## src/rtl/gla_pkg.sv

```systemverilog
package gla_pkg;
   localparam int unsigned GLA_DEF_WIDTH   = 32;
   localparam int unsigned GLA_DEF_GROUP_W = 8;

   typedef struct packed {
      logic gen;
      logic prop;
      logic half;
   } gla_bit_t;
endpackage

```

## src/rtl/gla_bit_pg.sv

```systemverilog
module gla_bit_pg
   import gla_pkg::*;
(
   input  logic     a_bit,
   input  logic     b_bit,
   output gla_bit_t terms
);
   always_comb begin
      terms.gen  = a_bit & b_bit;
      terms.prop = a_bit | b_bit;
      terms.half = a_bit ^ b_bit;
   end
endmodule

```

## src/rtl/gla_group.sv

```systemverilog
module gla_group
   import gla_pkg::*;
#(
   parameter int unsigned GROUP_W = GLA_DEF_GROUP_W
) (
   input  logic [GROUP_W-1:0] grp_a,
   input  logic [GROUP_W-1:0] grp_b,
   input  logic               grp_cin,
   output logic [GROUP_W-1:0] grp_sum,
   output logic [GROUP_W-1:0] grp_carry,
   output logic               grp_cout
);
   initial begin
      if (GROUP_W < 1 || GROUP_W > 16)
         $error("gla_group: GROUP_W must lie in 1..16");
   end

   gla_bit_t [GROUP_W-1:0] bt;
   logic     [GROUP_W-1:0] g_v, p_v, x_v;

   for (genvar i = 0; i < GROUP_W; i++) begin : g_bit
      gla_bit_pg u_pg (.a_bit(grp_a[i]), .b_bit(grp_b[i]), .terms(bt[i]));
      assign g_v[i] = bt[i].gen;
      assign p_v[i] = bt[i].prop;
      assign x_v[i] = bt[i].half;
   end

   // Flat lookahead: carry into position k is an OR of products, none using another carry.
   function automatic logic look(input logic [GROUP_W-1:0] g, input logic [GROUP_W-1:0] p,
                                 input logic c0, input int unsigned k);
      logic acc;
      logic term;
      acc = 1'b0;
      for (int unsigned j = 0; j < k; j++) begin
         term = g[j];
         for (int unsigned m = j + 1; m < k; m++) term = term & p[m];
         acc = acc | term;
      end
      term = c0;
      for (int unsigned m = 0; m < k; m++) term = term & p[m];
      return acc | term;
   endfunction

   always_comb begin
      for (int unsigned k = 0; k < GROUP_W; k++) grp_carry[k] = look(g_v, p_v, grp_cin, k);
      grp_cout = look(g_v, p_v, grp_cin, GROUP_W);
      grp_sum  = x_v ^ grp_carry;
   end

   always_comb begin
      p_cout_chain_r2: assert (grp_cout ==
                               (g_v[GROUP_W-1] | (p_v[GROUP_W-1] & grp_carry[GROUP_W-1])))
         else $error("flat group carry-out disagrees with chained form");
      p_grp_sum_r1: assert ({grp_cout, grp_sum} ==
                            ({1'b0, grp_a} + {1'b0, grp_b} + {{GROUP_W{1'b0}}, grp_cin}))
         else $error("group result differs from behavioural addition");
   end
endmodule

```

## src/rtl/gla_adder.sv

```systemverilog
module gla_adder
   import gla_pkg::*;
#(
   parameter int unsigned WIDTH   = GLA_DEF_WIDTH,
   parameter int unsigned GROUP_W = GLA_DEF_GROUP_W
) (
   input  logic [WIDTH-1:0] op_a,
   input  logic [WIDTH-1:0] op_b,
   input  logic             carry_in,
   output logic [WIDTH-1:0] sum,
   output logic             carry_out,
   output logic             carry_msb
);
   localparam int unsigned NGRP = WIDTH / GROUP_W;

   initial begin
      if (WIDTH < 2 || (WIDTH % GROUP_W) != 0)
         $error("gla_adder: WIDTH must be at least 2 and a multiple of GROUP_W");
   end

   logic [NGRP:0]      link;
   logic [WIDTH-1:0]   bit_carry;

   assign link[0] = carry_in;

   for (genvar gi = 0; gi < NGRP; gi++) begin : g_grp
      gla_group #(.GROUP_W(GROUP_W)) u_grp (
         .grp_a    (op_a[gi*GROUP_W +: GROUP_W]),
         .grp_b    (op_b[gi*GROUP_W +: GROUP_W]),
         .grp_cin  (link[gi]),
         .grp_sum  (sum[gi*GROUP_W +: GROUP_W]),
         .grp_carry(bit_carry[gi*GROUP_W +: GROUP_W]),
         .grp_cout (link[gi+1])
      );
   end

   assign carry_out = link[NGRP];
   assign carry_msb = bit_carry[WIDTH-1];

   always_comb begin
      p_word_sum_r1: assert ({carry_out, sum} ==
                             ({1'b0, op_a} + {1'b0, op_b} + {{WIDTH{1'b0}}, carry_in}))
         else $error("word result differs from behavioural addition");
      p_overflow_r3: assert ((carry_msb ^ carry_out) ==
                             ((op_a[WIDTH-1] == op_b[WIDTH-1]) && (sum[WIDTH-1] != op_a[WIDTH-1])))
         else $error("carry pair does not match signed overflow");
   end
endmodule

```

## config.mk

```make
export PLATFORM = sky130hd
export DESIGN_NAME = gla_adder
export DESIGN_NICKNAME = d
export VERILOG_FILES = /design/src/rtl/gla_pkg.sv /design/src/rtl/gla_bit_pg.sv /design/src/rtl/gla_group.sv /design/src/rtl/gla_adder.sv
export SDC_FILE = /design/constraint.sdc
export NUM_CORES = 1
export LEC_CHECK = 0
export BUFFER_PORTS_ARGS = -buffer_cell sky130_fd_sc_hd__buf_4
export CAP_MARGIN = 5
export CORE_AREA = 2 2 97 80
export DETAILED_ROUTE_END_ITERATION = 16
export DIE_AREA = 0 0 99 82
export PLACE_DENSITY = 0.71
export SLEW_MARGIN = 20
export SYNTH_ARGS = -nofsm -noshare
export SYNTH_HDL_FRONTEND = slang
export SYNTH_HIERARCHICAL = 1
export SYNTH_SLANG_ARGS = --single-unit
export TNS_END_PERCENT = 100
```

## constraint.sdc

```tcl
create_clock -name vclk -period 5.4
set_input_delay 0 -clock vclk [all_inputs]
set_output_delay 0 -clock vclk [all_outputs]
set_load 0.005 [all_outputs]
```

# Yosys cells after proc, flatten, opt, wreduce, memory -nomap -nowiden
# Cells that the tools add are included.
# totals
n_memories	0
output_inout_bits	34
romBits	0
ram_bits	0
in_bits	65
regBits	0
elab_cells	388
latchBits	0
# classes
n_shift	0
n_lt_le_gt_ge	0
n_div	0
muxes	0
n_reduce_logical	0
mul	0
bitwise	388
eq_ne	0
addsub	0
# op_table
op	n
$and 1x1->1	176
$or 1x1->1	176
$xor 1x1->1	32
$xor 8x8->8	4

# Logic depth before layout (Yosys ltp)
# Gate-level depths: netlist of the first run.
# depth
depth_word	43
depth_mapped	19
mapped_depth_nobuf	19

# Modules after synthesis
# The synthesis of the first run kept the hierarchy.
# modules_own_cells
module	area_per_inst_um2	seq_area_each_um2	cells_each	instances
gla_group	317.8	0.0	45	4
gla_bit_pg	36.3	0.0	5	32

# Least setup slack after synthesis of the first run
# OpenSTA, ideal clock, no wires.
# synth_timing
kind	input-to-output
startpoint	input port op_a[1]
endpoint	output port sum[31]
t_required_ps	5400
stages	19
n_path_buf	0
slack_ps	1827
arrival_ps	3573
cell_sequence	inv_1 -> ha_1 -> inv_1 -> nand4_2 -> o211ai_2 -> a21boi_1 -> o31ai_1 -> nand4_2 -> o211ai_2 -> a21boi_1 -> o31ai_1 -> nand4_2 -> o211ai_2 -> a21boi_1 -> o31ai_1 -> nand4_2 -> o211ai_2 -> nand2_1 -> o311ai_1
# synth_lines
item	line_no	rtl
start, declared	gla_adder.sv:7	input logic [WIDTH-1:0] op_a,
end, declared	gla_adder.sv:10	output logic [WIDTH-1:0] sum,

==> out/results.tsv, run 1 <==
stage	metric	value	unit
final_layout	fillcell total	753	
hold_path	worst hold path type	in2out	
cts	Post-CTS Setup Bufs	0	
timing	final setup fails	0	
timing	pins over their slew limit	0	
final_layout	antenna diode count	0	
hold_path	Hold Startpoint	carry_in	
floorplan	Ports	99	
floorplan	Chip Width	99	um
timing	period utilization	74.8	%
floorplan	area of the core	7180	um2
grt	global-route wire length before repair	8.63	mm
power_and_ir_drop	PwrDens	101	nW/um2
synth	Gate Count Post-Synth	329	
synth	syn_nets	458	
final_layout	Area growth syn-to-layout	36.3	%
synth	Mapped Area	2360	um2
hold_path	Hold Path Stages	3	
cts	CTS resizes	0	
timing	Final Hold Fails	0	
route	via count	2414	
route	1st-iter DRT viols	37	
setup_path	WS Path Type	in2out	
run_status	outcome	finished clean	
final_layout	Final #Nets	559	
power_and_ir_drop	Leak Pwr	1.98	nW
hold_path	hold-critical path endpoint	sum[0]	
setup_path	Worst setup SP type	primary input	
placed_design	Port Buffer Count	99	
route	final WL	5.24	mm
final_layout	Seq cells	0	
power_and_ir_drop	maximum ir drop on the vdd rail	0.0000437	V
grt	vias in the first global route	2187	
final_layout	storage element area	0	um2
grt	Tot GR Track Use	12.1	%
placed_design	DP HPWL	4.82	mm
setup_path	Crit path arrival time	4.04	ns
grt	maximum number of pins on one net before global-route repair	7	
floorplan	die area	8120	um2
final_layout	multi-input logic area	1920	um2
synth	Ys Warns	6	
placed_design	DP Cell Count	518	
route	1st-pass router iterations	4	
job	Max Cap Violations	0	
route	Final ANT Viol Nets	0	
floorplan	die height	82	um
timing	final hold slack	0.293	ns
final_layout	share of layout cells above drive strength 1	27.8	%
synth	syn avg cell area	7.16	um2
timing	Setup TNS	0	ns
timing	Final min period	4.04	ns
cts	hold buffers post-CTS	0	
grt	remaining global-route overflow	0	
placed_design	GP Congestion	0.815	
timing	Worst-Margin Slew	0.547	ns
setup_path	CP Cell Sequence	buf_4, inv_1, ha_1, inv_1, nand4_2, o211ai_2, a21boi_1, o31ai_1, nand4_2, o211ai_2, a21boi_1, o31ai_1, nand4_2, o211ai_2, a21boi_1, o31ai_1, nand4_2, o211ai_2, nand2_1, o311ai_1, buf_4	
final_layout	post-route insts no fill	518	
timing	Rel. slew slack	63.2	%
setup_path	Worst setup EP type	output pin	
route	DRC Markers	0	
timing	RSZ-0062 raised after global routing	false	
route	vias per inst	4.66	
floorplan	row count	28	
route	Avg WL per Cell	10.1	um
final_layout	Clock buffer cells	0	
setup_path	max incr delay on CP	0.50	ns
setup_path	Req. time, crit path	5.40	ns
setup_path	crit-path max FO	3	
floorplan	Initial Utilization	32.8	%
setup_path	CP max-delay cell	o31ai_1	
grt	initial antenna violation count	0	
timing	Fmax	0.248	GHz
## cell usage in the layout, fill, tap and decap left out, drive strengths merged, types with 8 or more instances in the layout
master	count
inv	116
buf	99
ha	64
xor2	24
nor2	16
a21o	16
o211ai	12
o21ai	9
nand2	8
o311ai	8
a21oi	8
## critical path, delay by kind of cell
| kind | cells | cell delay (ns) |
|---|---|---|
| compound gates | 11 | 2.54 |
| fa+ha+maj | 1 | 0.18 |
| buf+inv | 4 | 0.41 |
| simple gates | 5 | 0.91 |
## area by class of cell
| type | instances | share of cell area, % |
|---|---|---|
| Multi-Input combinational cell | 213 | 59.8 |
| Timing Repair Buffer | 99 | 23.1 |
| Inverter | 116 | 13.6 |
| Tap cell | 90 | 3.50 |
## metal layers
layer  track usage (%)  up-vias  share of wire [%]
li1                  -     1264                  -
met1              14.9     1078                 43
met2              24.0       66                 50
met3             0.426        6                5.4
met4              1.51        0                1.1
met5                 0        -                  0
## worst max path at each step
stage / startpoint / cells after the start / end / slack (ns)
after global routing: op_a[1] / 21 / sum[30] / 1.04
after detailed placement: op_a[1] / 21 / sum[31] / 1.31
after CTS: op_a[1] / 21 / sum[31] / 1.32
final: op_a[1] / 21 / sum[31] / 1.36
after global placement: op_a[1] / 21 / sum[31] / 1.46
after floorplan: op_a[1] / 19 / sum[31] / 2.06
## report_power, final
group          total [mW]  switching (mW)  internal [mW]  leakage (nW)
combinational       0.325           0.149          0.176          1.98
clock                   0               0              0             0
sequential              0               0              0             0
## stage by stage
stage	util, %	power (mW)	worst slack, ns	instance area (um2)
after floorplan	-	0.176	2.06	2360
after global placement	44.7	0.321	1.46	3210
after detailed placement	44.7	0.329	1.31	3210
after CTS	44.7	0.331	1.32	3210
after global routing	44.7	0.362	1.04	3210
final	44.7	0.325	1.36	3210
(Power assumes the default switching activity.)
==> run 2, diff against run 1 <==
==> constraint.sdc (replaced) <==
create_clock -name vclk -period 4.15
set_input_delay 0 -clock vclk [all_inputs]
set_output_delay 0 -clock vclk [all_outputs]
set_load 0.005 [all_outputs]
==> out/results.tsv, run 2 (synthesis results as in run 1) <==
stage	metric	value	unit	change
run_status	outcome	finished clean		unchanged
route	final WL	5.25	mm	was 5.24 mm
final_layout	commonest non-fill, non-tap cells in the layout	inv_1 (116), buf_4 (100), ha_1 (64)		was inv_1 (116), buf_4 (99), ha_1 (64)
setup_path	Critical Path End	sum[31]		unchanged
setup_path	CP top delay family	compound AO/OA/AOI/OAI gates		unchanged
grt	maximum number of pins on one net before global-route repair	7		unchanged
placed_design	DP HPWL	4.75	mm	was 4.82 mm
timing	RSZ-0062 raised after global routing	false		unchanged
route	1st-iter DRT viols	31		was 37
hold_path	Hold Startpoint	carry_in		unchanged
final_layout	antenna diode count	0		unchanged
power_and_ir_drop	Leak Pwr	1.99	nW	was 1.98 nW
setup_path	Req. time, crit path	4.15	ns	was 5.40 ns
final_layout	Clock buffer cells	0		unchanged
final_layout	share of layout cells above drive strength 1	28.4	%	was 27.8%
hold_path	worst hold path type	in2out		unchanged
setup_path	cell count along the critical path	22		was 21
timing	Fmax	0.275	GHz	
floorplan	Chip Width	99	um	unchanged
setup_path	Worst setup EP type	output pin		unchanged
setup_path	Worst setup SP type	primary input		unchanged
floorplan	Ports	99		unchanged
setup_path	WS Path Type	in2out		unchanged
route	Avg WL per Cell	10.1	um	about the same
grt	remaining global-route overflow	0		unchanged
power_and_ir_drop	reported net switching power	0.196	mW	was 0.149 mW
job	Max Cap Violations	0		unchanged
cts	Post-CTS Setup Bufs	0		unchanged
power_and_ir_drop	PwrDens	132	nW/um2	was 101 nW/um2
setup_path	CP startpoint	op_a[1]		unchanged
route	DRC Markers	0		unchanged
power_and_ir_drop	Final Total Pwr	0.428	mW	was 0.325 mW
final_layout	Seq cells	0		unchanged
placed_design	GP Congestion	0.825		was 0.815
setup_path	max incr delay on CP	0.37	ns	was 0.50 ns
setup_path	Buffers & Inverters on Critical Path	5		was 4
final_layout	final instance area	3230	um2	was 3210 um2
placed_design	placed cell area	3220	um2	was 3210 um2
timing	Final min period	3.64	ns	
timing	final setup fails	0		unchanged
final_layout	Area growth syn-to-layout	37.0	%	was 36.3%
placed_design	Port Buffer Count	99		unchanged
floorplan	die area	8120	um2	unchanged
grt	initial antenna violation count	0		unchanged
floorplan	area of the core	7180	um2	unchanged
timing	Rel. slew slack	75.9	%	was 63.2%
grt	Tot GR Track Use	11.9	%	was 12.1%
final_layout	Final #Nets	560		was 559
route	Final ANT Viol Nets	0		unchanged
route	vias per inst	4.70		was 4.66
final_layout	leading cell type in the layout, fill and taps excluded	inv_1		unchanged
floorplan	die height	82	um	unchanged
power_and_ir_drop	combinational share of power	100.0	%	about the same
setup_path	crit-path max FO	3		unchanged
timing	Setup TNS	0	ns	unchanged
floorplan	row count	28		unchanged
grt	global-route wire length before repair	8.48	mm	was 8.63 mm
grt	vias in the first global route	2147		was 2187
floorplan	Initial Utilization	32.8	%	unchanged
power_and_ir_drop	Clk network pwr share	0	%	about the same
timing	Final Hold Fails	0		unchanged
timing	period utilization	87.7	%	
power_and_ir_drop	Seq pwr share	0	%	about the same
route	1st-pass router iterations	4		unchanged
route	via count	2437		was 2414
setup_path	CP Cell Sequence	buf_4, inv_1, ha_1, inv_1, nand4_2, o211ai_2, a21boi_1, o31ai_1, buf_4, nand4_2, o211ai_2, a21boi_1, o31ai_2, nand4_2, o211ai_2, a21boi_1, o31ai_2, nand4_2, o211ai_2, nand2_1, o311ai_1, buf_4		was buf_4, inv_1, ha_1, inv_1, nand4_2, o211ai_2, a21boi_1, o31ai_1, nand4_2, o211ai_2, a21boi_1, o31ai_1, nand4_2, o211ai_2, a21boi_1, o31ai_1, nand4_2, o211ai_2, nand2_1, o311ai_1, buf_4
power_and_ir_drop	Net Sw Frac	45.9	%	about the same
power_and_ir_drop	maximum ir drop on the vdd rail	0.0000587	V	was 0.0000437 V
timing	Worst-Margin Slew	0.359	ns	was 0.547 ns
timing	pins over their slew limit	0		unchanged
setup_path	CP max-delay cell	o31ai_2		was o31ai_1
power_and_ir_drop	internal power	0.232	mW	was 0.176 mW
setup_path	Crit path arrival time	3.64	ns	was 4.04 ns
final_layout	storage element area	0	um2	unchanged
-- run 2: stage by stage --
step | utilization (%) | std cells | hold slack [ns] | worst slack, ns
final | 45.0 | 519 | 0.293 | 0.511
after detailed placement | 44.8 | 519 | 0.292 | 0.255
after floorplan | - | 329 | 0.0554 | 0.812
after global routing | 45.0 | 519 | 0.309 | 0.110
after global placement | 44.8 | 519 | 0.292 | 0.351
after CTS | 44.8 | 519 | 0.294 | 0.222
-- run 2: timing repair --
item | CTS | global route
endpoints found under the setup margin | 0 | 3
endpoints found under the hold margin | 0 | 0
hold buffers | 0 | 0
resized for setup | 0 | 2
-- run 2: cell type report --
| class | instances | area, um2 |
|---|---|---|
| Multi-Input combinational cell | 213 | 1930 |
| Fill cell | 721 | 3950 |
| Inverter | 116 | 435 |
| Tap cell | 90 | 113 |
| Timing Repair Buffer | 100 | 751 |
-- run 2: how the worst min path moves through the flow --
| stage | slack (ns) | endpoint | depth (start not counted) |
|---|---|---|---|
| floorplan | 0.06 | sum[0] | 1 |
| global placement | 0.29 | sum[0] | 3 |
| detailed placement | 0.29 | sum[0] | 3 |
| CTS | 0.29 | sum[0] | 3 |
| global route | 0.31 | sum[0] | 3 |
| finish | 0.29 | sum[0] | 3 |
-- run 2: routing by layer --
layer	vias up	track usage (%)	routed length, um
met4	0	0.822	21
met2	73	23.3	2560
met1	1093	14.9	2320
met5	-	0	0
met3	2	1.11	352
li1	1269	-	-
-- run 2: power groups by stage --
stage          Sequential [mW]  Clock (mW)  Combinational (mW)
4_1_cts                      0           0               0.432
3_3_place_gp                 0           0               0.420
3_5_place_dp                 0           0               0.429
5_1_grt                      0           0               0.477
2_1_floorplan                0           0               0.228
6_report                     0           0               0.428
